===== config.mk =====
export PLATFORM = sky130hd
export DESIGN_NAME = nordma_top
export DESIGN_NICKNAME = d
export VERILOG_FILES = /design/src/rtl/nordma_pkg.sv /design/src/rtl/nordma_regs.sv /design/src/rtl/nordma_mover.sv /design/src/rtl/nordma_top.sv
export SDC_FILE = /design/constraint.sdc
export NUM_CORES = 1
export LEC_CHECK = 0
export BUFFER_PORTS_ARGS = -buffer_cell sky130_fd_sc_hd__buf_2
export CAP_MARGIN = 20
export CORE_MARGIN = 3
export CORE_UTILIZATION = 25
export CTS_BUF_LIST = sky130_fd_sc_hd__clkbuf_4 sky130_fd_sc_hd__clkbuf_8
export DETAILED_ROUTE_END_ITERATION = 7
export GPL_ROUTABILITY_DRIVEN = 0
export MAX_ROUTING_LAYER = met4
export PLACE_DENSITY = 0.5
export SLEW_MARGIN = 10
export SYNTH_ARGS = -nofsm -noshare
export SYNTH_HDL_FRONTEND = slang
export SYNTH_HIERARCHICAL = 1
export SYNTH_SLANG_ARGS = --single-unit

===== constraint.sdc =====
create_clock -name clk -period 4.2 [get_ports clk]
set_clock_uncertainty 0.1 [all_clocks]
set_input_delay 0.84 -clock clk [delete_from_list [all_inputs] [get_ports clk]]
set_output_delay 0.84 -clock clk [all_outputs]
set_load 0.01 [all_outputs]

===== src/rtl/nordma_pkg.sv =====
package nordma_pkg;
  localparam int REG_AW = 6;
  localparam int REG_DW = 32;
  localparam int CNT_W  = 14;
  localparam int BSZ_W  = 3;

  localparam logic [REG_AW-1:0] OFS_SRC = 6'h08;
  localparam logic [REG_AW-1:0] OFS_DST = 6'h0C;
  localparam logic [REG_AW-1:0] OFS_CTL = 6'h20;

  localparam int B_GO    = 31;
  localparam int B_BUSY  = 30;
  localparam int B_DIR   = 29;
  localparam int B_IEN   = 28;
  localparam int B_STAT  = 27;
  localparam int BSZ_LSB = 24;
  localparam int CNT_LSB = 2;

  typedef enum logic [1:0] {
    MV_IDLE  = 2'd0,
    MV_REQ   = 2'd1,
    MV_WAIT  = 2'd2,
    MV_WRITE = 2'd3
  } mv_state_e;
endpackage


===== src/rtl/nordma_regs.sv =====
module nordma_regs
  import nordma_pkg::*;
#(
  parameter int ADDR_W = 32,
  parameter int STEP   = 4
) (
  input  logic              clk,
  input  logic              rst_n,
  input  logic              reg_wr_en,
  input  logic [REG_AW-1:0] reg_addr,
  input  logic [REG_DW-1:0] reg_wdata,
  output logic [REG_DW-1:0] reg_rdata,
  input  logic              run_active,
  input  logic              word_done,
  input  logic              run_done,
  output logic              start,
  output logic [CNT_W-1:0]  start_cnt,
  output logic [ADDR_W-1:0] src_ptr,
  output logic [ADDR_W-1:0] dst_ptr,
  output logic              stat_o,
  output logic              ien_o,
  output logic              irq
);
  // Pointers and control fields
  logic [ADDR_W-1:0] src_q, src_d, dst_q, dst_d;
  logic              src_en, dst_en;
  logic              dir_q, dir_d, ien_q, ien_d, stat_q, stat_d;
  logic [BSZ_W-1:0]  bsz_q, bsz_d;
  logic [CNT_W-1:0]  cnt_q, cnt_d;
  logic              fld_en, ien_en, stat_en;
  logic              wr_src, wr_dst, wr_ctl;
  logic              unused_wbits;

  assign unused_wbits = ^{reg_wdata[23:16], reg_wdata[1:0], reg_wdata[B_BUSY]};

  // Next-state logic
  always_comb begin
    wr_src = reg_wr_en && (reg_addr == OFS_SRC) && !run_active;
    wr_dst = reg_wr_en && (reg_addr == OFS_DST) && !run_active;
    wr_ctl = reg_wr_en && (reg_addr == OFS_CTL);

    // Pointer advance has priority; pointer writes only land when idle.
    src_en = word_done || wr_src;
    dst_en = word_done || wr_dst;
    src_d  = word_done ? src_q + ADDR_W'(STEP) : reg_wdata[ADDR_W-1:0];
    dst_d  = word_done ? dst_q + ADDR_W'(STEP) : reg_wdata[ADDR_W-1:0];

    // Fields frozen during a run
    fld_en = wr_ctl && !run_active;
    dir_d  = reg_wdata[B_DIR];
    bsz_d  = reg_wdata[BSZ_LSB +: BSZ_W];
    cnt_d  = reg_wdata[CNT_LSB +: CNT_W];

    // Enable always writable
    ien_en = wr_ctl;
    ien_d  = reg_wdata[B_IEN];

    // Status: set on completion wins over write-one-to-clear
    stat_en = run_done || (wr_ctl && reg_wdata[B_STAT]);
    stat_d  = run_done;

    start     = fld_en && reg_wdata[B_GO] && !reg_wdata[B_DIR];
    start_cnt = reg_wdata[CNT_LSB +: CNT_W];
  end

  // Registers
  always_ff @(posedge clk or negedge rst_n) begin
    if (!rst_n) begin
      src_q  <= '0;
      dst_q  <= '0;
      dir_q  <= 1'b0;
      ien_q  <= 1'b0;
      stat_q <= 1'b0;
      bsz_q  <= '0;
      cnt_q  <= '0;
    end else begin
      if (src_en)  src_q  <= src_d;
      if (dst_en)  dst_q  <= dst_d;
      if (fld_en) begin
        dir_q <= dir_d;
        bsz_q <= bsz_d;
        cnt_q <= cnt_d;
      end
      if (ien_en)  ien_q  <= ien_d;
      if (stat_en) stat_q <= stat_d;
    end
  end

  // Read mux
  always_comb begin
    reg_rdata = '0;
    case (reg_addr)
      OFS_SRC: reg_rdata[ADDR_W-1:0] = src_q;
      OFS_DST: reg_rdata[ADDR_W-1:0] = dst_q;
      OFS_CTL: begin
        reg_rdata[B_GO]                = run_active;
        reg_rdata[B_BUSY]              = run_active;
        reg_rdata[B_DIR]               = dir_q;
        reg_rdata[B_IEN]               = ien_q;
        reg_rdata[B_STAT]              = stat_q;
        reg_rdata[BSZ_LSB +: BSZ_W]    = bsz_q;
        reg_rdata[CNT_LSB +: CNT_W]    = cnt_q;
      end
      default: reg_rdata = '0;
    endcase
  end

  assign src_ptr = src_q;
  assign dst_ptr = dst_q;
  assign stat_o  = stat_q;
  assign ien_o   = ien_q;
  assign irq     = stat_q && ien_q;
endmodule


===== src/rtl/nordma_mover.sv =====
module nordma_mover
  import nordma_pkg::*;
#(
  parameter int ADDR_W = 32,
  parameter int DATA_W = 32
) (
  input  logic              clk,
  input  logic              rst_n,
  input  logic              start,
  input  logic [CNT_W-1:0]  start_cnt,
  input  logic [ADDR_W-1:0] src_ptr,
  input  logic [ADDR_W-1:0] dst_ptr,
  output logic              fl_req_valid,
  input  logic              fl_req_ready,
  output logic [ADDR_W-1:0] fl_req_addr,
  input  logic              fl_rsp_valid,
  output logic              fl_rsp_ready,
  input  logic [DATA_W-1:0] fl_rsp_data,
  output logic              mem_wr_valid,
  input  logic              mem_wr_ready,
  output logic [ADDR_W-1:0] mem_wr_addr,
  output logic [DATA_W-1:0] mem_wr_data,
  output logic              word_done,
  output logic              run_done,
  output logic              run_active
);
  mv_state_e         state_q, state_d;
  logic [CNT_W-1:0]  left_q, left_d;
  logic              left_en;
  logic [DATA_W-1:0] buf_q;
  logic              buf_en;

  // Next-state logic
  always_comb begin
    state_d   = state_q;
    left_d    = left_q;
    left_en   = 1'b0;
    buf_en    = 1'b0;
    word_done = 1'b0;
    run_done  = 1'b0;
    case (state_q)
      MV_IDLE: begin
        if (start) begin
          state_d = MV_REQ;
          left_d  = start_cnt;
          left_en = 1'b1;
        end
      end
      MV_REQ: begin
        if (fl_req_ready) state_d = MV_WAIT;
      end
      MV_WAIT: begin
        if (fl_rsp_valid) begin
          buf_en  = 1'b1;
          state_d = MV_WRITE;
        end
      end
      MV_WRITE: begin
        if (mem_wr_ready) begin
          word_done = 1'b1;
          if (left_q == '0) begin
            run_done = 1'b1;
            state_d  = MV_IDLE;
          end else begin
            left_d  = left_q - CNT_W'(1);
            left_en = 1'b1;
            state_d = MV_REQ;
          end
        end
      end
      default: state_d = MV_IDLE;
    endcase
  end

  // Registers
  always_ff @(posedge clk or negedge rst_n) begin
    if (!rst_n) begin
      state_q <= MV_IDLE;
      left_q  <= '0;
      buf_q   <= '0;
    end else begin
      state_q <= state_d;
      if (left_en) left_q <= left_d;
      if (buf_en)  buf_q  <= fl_rsp_data;
    end
  end

  assign fl_req_valid = (state_q == MV_REQ);
  assign fl_req_addr  = src_ptr;
  assign fl_rsp_ready = (state_q == MV_WAIT);
  assign mem_wr_valid = (state_q == MV_WRITE);
  assign mem_wr_addr  = dst_ptr;
  assign mem_wr_data  = buf_q;
  assign run_active   = (state_q != MV_IDLE);
endmodule


===== src/rtl/nordma_top.sv =====
module nordma_top
  import nordma_pkg::*;
#(
  parameter int ADDR_W = 32,
  parameter int DATA_W = 32
) (
  input  logic              clk,
  input  logic              rst_n,
  input  logic              reg_wr_en,
  input  logic [REG_AW-1:0] reg_addr,
  input  logic [REG_DW-1:0] reg_wdata,
  output logic [REG_DW-1:0] reg_rdata,
  output logic              fl_req_valid,
  input  logic              fl_req_ready,
  output logic [ADDR_W-1:0] fl_req_addr,
  input  logic              fl_rsp_valid,
  output logic              fl_rsp_ready,
  input  logic [DATA_W-1:0] fl_rsp_data,
  output logic              mem_wr_valid,
  input  logic              mem_wr_ready,
  output logic [ADDR_W-1:0] mem_wr_addr,
  output logic [DATA_W-1:0] mem_wr_data,
  output logic              irq
);
  // Byte step per word; ADDR_W must not exceed REG_DW.
  localparam int STEP = DATA_W / 8;

  logic [1:0]        rst_sync_q;
  logic              rst_sync_n;
  logic              start, word_done, run_done, run_active;
  logic              stat_w, ien_w;
  logic [CNT_W-1:0]  start_cnt;
  logic [ADDR_W-1:0] src_ptr, dst_ptr;

  // Asynchronous assert, synchronous release
  always_ff @(posedge clk or negedge rst_n) begin
    if (!rst_n) rst_sync_q <= 2'b00;
    else        rst_sync_q <= {rst_sync_q[0], 1'b1};
  end
  assign rst_sync_n = rst_sync_q[1];

  nordma_regs #(.ADDR_W(ADDR_W), .STEP(STEP)) u_regs (
    .clk        (clk),
    .rst_n      (rst_sync_n),
    .reg_wr_en  (reg_wr_en),
    .reg_addr   (reg_addr),
    .reg_wdata  (reg_wdata),
    .reg_rdata  (reg_rdata),
    .run_active (run_active),
    .word_done  (word_done),
    .run_done   (run_done),
    .start      (start),
    .start_cnt  (start_cnt),
    .src_ptr    (src_ptr),
    .dst_ptr    (dst_ptr),
    .stat_o     (stat_w),
    .ien_o      (ien_w),
    .irq        (irq)
  );

  nordma_mover #(.ADDR_W(ADDR_W), .DATA_W(DATA_W)) u_mover (
    .clk          (clk),
    .rst_n        (rst_sync_n),
    .start        (start),
    .start_cnt    (start_cnt),
    .src_ptr      (src_ptr),
    .dst_ptr      (dst_ptr),
    .fl_req_valid (fl_req_valid),
    .fl_req_ready (fl_req_ready),
    .fl_req_addr  (fl_req_addr),
    .fl_rsp_valid (fl_rsp_valid),
    .fl_rsp_ready (fl_rsp_ready),
    .fl_rsp_data  (fl_rsp_data),
    .mem_wr_valid (mem_wr_valid),
    .mem_wr_ready (mem_wr_ready),
    .mem_wr_addr  (mem_wr_addr),
    .mem_wr_data  (mem_wr_data),
    .word_done    (word_done),
    .run_done     (run_done),
    .run_active   (run_active)
  );
endmodule


==> results of run 1 <==
## area by class of cell
cell class	instances	area [um^2]	share of cell area, %
multi-input combinational	606	4108	42.23
clock inverter	14	181.4	1.865
antenna	1	2.502	0.02573
clock buffer	18	247.7	2.547
timing repair buffer	225	1184	12.17
sequential	134	3357	34.51
tap	442	553.0	5.686
inverter	25	93.84	0.9648
## power breakdown
| group | switching (mW) | total, mW | internal [mW] |
|---|---|---|---|
| Sequential | 0.492 | 2.18 | 1.68 |
| Combinational | 1.12 | 1.97 | 0.855 |
| Clock | 0.562 | 1.22 | 0.658 |
## registers in the layout, summed over array words and instances, names as in the netlist
register             count
u_regs/stat_o            1
rst_sync_q               2
u_regs/src_ptr          32
u_regs/ien_o             1
u_regs/dir_q             1
u_regs/dst_ptr          32
u_regs/bsz_q             3
u_mover/left_q          14
u_mover/state_q          2
u_regs/cnt_q            14
u_mover/mem_wr_data     32
## cells in the final DEF, fill, tap and decap left out, types with 13 or more instances in the layout
cell	Yosys	final
o21ai_0	45	45
a21oi_1	42	42
inv_1	24	24
a211oi_1	13	13
buf_4	78	17
buf_2	14	207
mux2_2	36	36
nand2_1	82	82
nor3_1	20	20
dfrtp_1	134	133
mux2i_1	40	40
nor2_1	58	58
mux2_1	17	17
clkbuf_8	0	18
o22ai_1	16	16
nand3_1	46	46
and3_1	15	15
nand4_1	26	26
## through the flow
step | std cells | setup WS [ns] | utilization [%] | hold WS, ns
2_1_floorplan | 885 | 0.09018 | - | 0.2312
3_3_place_gp | 1432 | 0.5491 | 28.50 | 0.2349
3_5_place_dp | 1432 | 0.4283 | 28.50 | 0.2395
4_1_cts | 1464 | 0.7676 | 29.81 | 0.03088
5_1_grt | 1464 | 0.6278 | 29.81 | 0.03330
6_report | 1465 | 0.7995 | 29.82 | 0.06512
## worst max-delay path, cell delays in order
cell     delay (ns)
buf_2          0.12
or3_4          0.43
nor4b_4        0.28
buf_4          0.39
nand2_1        0.08
o21ai_0        0.12
buf_2          0.18
## logic make-up after synthesis
group | count (synthesis)
DFF | 134
other | 1
AOI/OAI and AO/OA | 189
muxes | 93
and+or+nand+nor | 311
adders and majority gates | 8
xor gates and xnor gates | 4
buffers and inverters | 145
## routing by layer
layer | GRT usage, % | routed length, um | vias to the layer above
met3 | 3.219 | 1776 | 29
met4 | 4.784 | 514 | 0
met2 | 27.46 | 14360 | 280
li1 | - | - | 3426
met1 | 22.81 | 13650 | 3689
met5 | - | 0 | -
## how the worst min path moves through the flow
stage / endpoint / start / slack [ns]
5_1_grt: rst_sync_q[1]$_DFF_PN0_ / rst_n / 0.03
2_1_floorplan: rst_sync_q[1]$_DFF_PN0_ / rst_sync_q[0]$_DFF_PN0_ / 0.23
3_3_place_gp: rst_sync_q[1]$_DFF_PN0_ / rst_sync_q[0]$_DFF_PN0_ / 0.23
3_5_place_dp: rst_sync_q[1]$_DFF_PN0_ / rst_sync_q[0]$_DFF_PN0_ / 0.24
4_1_cts: rst_sync_q[1]$_DFF_PN0_ / rst_n / 0.03
6_report: rst_sync_q[1]$_DFF_PN0_ / rst_n / 0.07
==> flow_results.org, run 1 <==
** Clock tree
- After clock tree synthesis, the repair step resized 0 gates.
- Clock tree root buffer cell :: clkbuf_8
- Post CTS Setup Buffer Count :: 0
- TritonCTS built the clock tree.
- The number of clock buffers added by TritonCTS is 17.
- The tree built by TritonCTS fans out to 134 sinks.
- The H-tree was split into 4 levels.
- At the later pin of the worst-skew pair, clock insertion delay measures 0.46 ns.
- Clk slew on worst S/H paths :: 0.07 ns
- CTS hold repair buffers :: 0
- Number of buffers between clock root and the deepest sink :: 2

** STA
- Relative slew slack :: 34.04%
- The count of final hold-check violations came to 0.
- Setup repair after global routing left no endpoint under its margin.
- Worst-margin pin slew :: 0.9849 ns
- Setup total negative slack on the finished layout was measured at 0 ns.
- Final-report setup violation count :: 0
- Top achievable clock speed :: 294.1 MHz
- Tcrit/Tclk final :: 80.96%
- Pins over their slew limit :: 0
- The clock period could shrink to 3.401 ns.

** Floorplanning
- # rows :: 66
- The die is 188.3 um tall.
- Core outline area :: 32,620 um^2
- Die span in x :: 188.3 um
- Pin placement for this block handled 208 I/O pins.
- Initial standard-cell utilization of the core :: 25.47%
- Die Area :: 35,460 um^2

** Yosys
- Synth unique cells :: 72
- Syn_nets :: 969
- In this run, synthesis inferred 0 flip-flops with an integrated enable.
- Of the total synthesized cell area, the portion taken by AND, OR, NAND and NOR gates is 20.60%.
- After Yosys synthesis, full adders, half adders and majority gates account for 1.205% of the synthesized area.
- Mapped Avg Cell Area :: 9.389 um^2
- Flop and latch count out of synthesis :: 134
- Cell taking the most area after synthesis :: dfrtp_1
- The synthesized netlist devotes 15.07% of its cell area to compound gates.
- Async set or reset register ratio after synthesis :: 100.0%
- After synthesis, the cell types taking the most area are dfrtp_1 (40%), buf_4 (7.0%), mux2_2 (4.9%).
- Top_reg_cell synth :: dfrtp_1
- Share of cell area taken by muxes after synthesis :: 12.00%
- Sequential-to-total area share from yosys stat :: 40.36%
- The cell area that synthesis handed to floorplanning was 8309 um^2.
- Summing the areas of all xor and xnor instances in the mapped netlist gives 0.4216% of the synthesized area.
- Sorting the synthesized cells by how often they occur yields dfrtp_1 (134), nand2_1 (82), buf_4 (78), nor2_1 (58), nand3_1 (46).
- dfrtp_1 is the most common cell in the netlist.
- Warnings from Yosys :: 6
- Of the post-synthesis cell area, the dominant cell type holds 40.36%.
- Syn Inst Count :: 885
- After synthesis, the largest family of logic cells by area is simple AND/OR/NAND/NOR gates.

** Worst setup path
- Timing endpoint of the critical path :: reg_rdata[10]
- The endpoint identified for the worst register-to-register timing path is u_regs/dst_ptr[19]$_DFFE_PN0P_.
- Arrival @ worst endpoint :: 2.46 ns
- Required time of the worst setup path :: 3.26 ns
- In this run the worst setup path begins at reg_addr[4].
- Category of the worst setup path launch point :: input pin
- In this run the worst path has a maximum fanout of 23.
- Kind of capture point of the worst setup path :: output pin
- Worst r2r src :: u_mover/state_q[1]$_DFFE_PN0P_
- Across all register-to-register paths, the minimum setup slack is 0.91 ns.
- The worst setup path is of the in2out kind.
- The worst register-to-register path has a depth of 7.

** Placed design
- During placement, the flow inserted port buffers numbering 207.
- The placed instances occupy a cell area of 9295 um^2.
- Final HPWL DP :: 22,520 um

** Routing
- Vias :: 7,424
- Router iterations before antenna repair :: 5
- The detailed router finished its first iteration with 657 violations.
- The detail route stage leaves a number of antenna-violating nets equal to 0.
- Detailed-route wire length :: 30,310 um
- In the routed layout, each cell is associated on average with a via count of 5.068.
- Post-detailed-route DRC marker count :: 0
- In the final routed layout, each cell accounts on average for 20.69 um.

** GRT
- The number of global-route vias before repair is 7,096.
- Initial antenna violation count :: 0
- Global routing used 17.32% of the available tracks across all layers.
- For this run the aggregate overflow at the end of global routing stands at 0.
- Wire length of the first global-routing pass :: 45,700 um
- Entering global routing, the biggest net connects 70 pins.

** Power and ir drop
- The completed layout was analyzed and its total power is 5.368 mW.
- The analysis attributes to cell leakage a power of 4.388 nW.
- IR analysis of the VDD net gives a maximum drop of 0.0002142 V.
- PD cells :: 551.9 nW/um^2

** Final layout
- At the end of the flow, the number of nets in the layout was 1,093.
- Post-route cell area :: 9727 um^2
- Fill cell count :: 3,511
- Fraction of final layout cells with drive strength greater than 1 :: 31.60%
- Compared with the post-synthesis result, the final layout area differs by 17.06%.

** Run status
- Result of the run :: completed

** Min path
- In this run the worst hold path is classified as in2async.

** Job
- Max-cap viol count :: 0
No activity file was read; power rests on OpenSTA's default activity.
==> inputs of run 2 (changes only) <==
Settings changed: PLACE_DENSITY 0.5 to 0.49.
Clock period 4.2 ns to 3.4 ns, I/O delays scaled along.
==> run 2 against run 1 <==
  * Worst hold slack improved by 0.19 ns
  * Global-route usage increased by 0.31 points
  * Sequential power increased by 23%
  * Highest routed layer unchanged
==> flow_results.org, run 2 (synthesis gave the netlist of run 1 again) <==
** Min path
- The tightest min-delay check is of the reg2reg type.
- HP Start :: rst_sync_q[0]$_DFF_PN0_

** Clock tree
- The clock tree synthesis step divided the H-tree into 4 levels.
- In this run the deepest clock path goes through 2 buffers.
- Post CTS Setup Buffer Count :: 0
- Buffers inserted to repair hold after CTS numbered 1.
- Clock latency on the worst-skew pair :: 0.45 ns
- Number of gates resized after CTS :: 0
- Clock-pin slew was measured on the worst setup and hold paths at 0.08 ns.
- Clock tree from TritonCTS :: yes
- Inserted Clock Buffers :: 17
- Total clock sinks :: 134
- The root buffer cell chosen for the clock tree is clkbuf_8.

** Placed design
- After detailed placement, the design holds a cell count of 1,446.
- After detailed placement, the total cell area comes to 9425 um^2.
- OpenSTA, run right after detailed placement, puts the worst setup slack at -0.04575 ns.
- Input and output buffers added on the ports amount to 207.
- Final HPWL DP :: 22,980 um

** Worst setup path
- For the worst setup path, the data required time is 2.62 ns.
- STA puts the critical path data arrival time at 2.34 ns.
- Crit Path Class :: in2out
- Setup slack of the most critical reg-to-reg path :: 0.45 ns
- CP Max Fanout :: 23
- Worst r2r src :: u_mover/state_q[0]$_DFFE_PN0P_
- The worst setup path is launched from an input pin.
- Kind of capture point of the worst setup path :: output pin
- Origin of the worst setup path :: reg_addr[4]

** Final layout
- After routing the design area is 9802 um^2.
- After the last flow step, the layout net total stands at 1,108.
- Final Non-Filler Cells :: 1,480
- Top library cells by usage in the layout, fill and taps aside :: buf_2 (207), dfrtp_1 (133), nand2_1 (82), nor2_1 (58), nand3_1 (46)
- Fill cell count :: 3,476
- The library cell used most frequently in the layout, excluding fill and tap cells, is buf_2.
- Of the cells placed in the final design, the portion with a size suffix greater than 1 is 32.50%.
- Cells fill 30.05% of the core in the end.
- Area added between synthesis and finish :: 17.96%

** Floorplanning
- The floorplan step set the die width to 188.3 um.
- The floorplan has 66 rows.
- Initial standard-cell utilization of the core :: 25.47%
- Boundary Pins :: 208
- The die is 188.3 um tall.
- The die covers 35,460 um^2.
- Core outline area :: 32,620 um^2

** STA
- Final-report hold violation count :: 0
- Measured against its own limit, the worst slew margin works out to 45.46%.
- Setup violations remaining at the end of the flow were counted as 0.
- Worst hold slack across all endpoints :: 0.2542 ns
- Tcrit/Tclk final :: 91.77%
- Adding up every negative setup slack in the final design gives 0 ns.
- Static timing analysis puts the maximum clock frequency at 320.5 MHz.
- At the pin with the least slew margin, the transition time is 0.8181 ns.
- Setup slack on the critical path of the routed design comes to 0.2799 ns.
- Counting I/O delays and the setup requirement, the final critical path takes 3.120 ns.
- RSZ-0062 raised after global routing :: false
- Pins over their slew limit :: 0

** Power and ir drop
- Static Leakage :: 4.435 nW
- Total power consumption of the routed design :: 6.449 mW
- Peak supply drop :: 0.0002030 V
- Power spread over the standard cell area amounts to 657.9 nW/um^2.

** GRT
- The first global-routing pass estimated 46,290 um of wire.
- After global routing the overflow that remains totals 0.
- Total global-route track usage :: 17.63%
- Via count of the first global-routing pass :: 7,211
- Initial antenna violation count :: 1
- Entering global routing, the biggest net connects 56 pins.

** Routing
- Vias :: 7,471
- Wire segments on met3 add up to 1646 um in the final route.
- Top Layer Used :: met4
- Router iterations before antenna repair :: 5
- After detailed routing, the wire length on met1 is 14,110 um.
- Residual antenna-violating net count after detailed routing :: 0
- The routed design has 30,700 um of wire.
- Wire segments on met2 add up to 14,460 um in the final route.
- Via-per-instance ratio :: 5.048
- Dividing the detail-routed wire length by the instance count gives 20.74 um.
- For this run, design rule violations remaining after detail routing come to 0.
- In this run, the number of DRC markers left after iteration 0 of detailed routing was 712.

** Job
- Max-cap viol count :: 0

** Run status
- Result of the run :: completed
run 2: path summary, 6_finish.rpt:
kind | to | cells after the start
setup / recovery | reg_rdata[13] | 8
hold / removal | rst_sync_q[1]$_DFF_PN0_ | 0
setup reg to reg | u_mover/left_q[12]$_DFFE_PN0P_ | 10
hold reg to reg | rst_sync_q[1]$_DFF_PN0_ | 0
max in group asynchronous | u_mover/mem_wr_data[0]$_DFFE_PN0P_ | 1
min in group asynchronous | u_regs/dir_q$_DFFE_PN0P_ | 0
run 2: routing by layer:
metal / vias to the layer above / GRT usage [%]
met5: - / -
li1: 3468 / -
met1: 3717 / 23.78
met3: 28 / 3.256
met2: 258 / 27.38
met4: 0 / 4.698
run 2: worst max-delay path, stage by stage:
cell	delay, ns
buf_2	0.12
or3_4	0.41
nor4b_4	0.27
buf_4	0.38
nand2_1	0.09
o21ai_0	0.11
buf_4	0.15
buf_2	0.12
run 2: report_power, final:
group / total [mW] / internal (mW) / switching, mW
sequential: 2.68 / 2.08 / 0.597
combinational: 2.49 / 1.08 / 1.41
clock: 1.28 / 0.599 / 0.682
run 2: area by class of cell:
cell class	instances	area [um^2]	share of cell area, %
inverters	25	93.84	0.9574
multi-input cells	606	4108	41.91
flip-flops and latches	134	3357	34.25
clock inverters	13	108.9	1.111
repair buffers	240	1324	13.51
diodes	1	2.502	0.02553
well taps	442	553.0	5.642
clock buffers	19	255.2	2.604
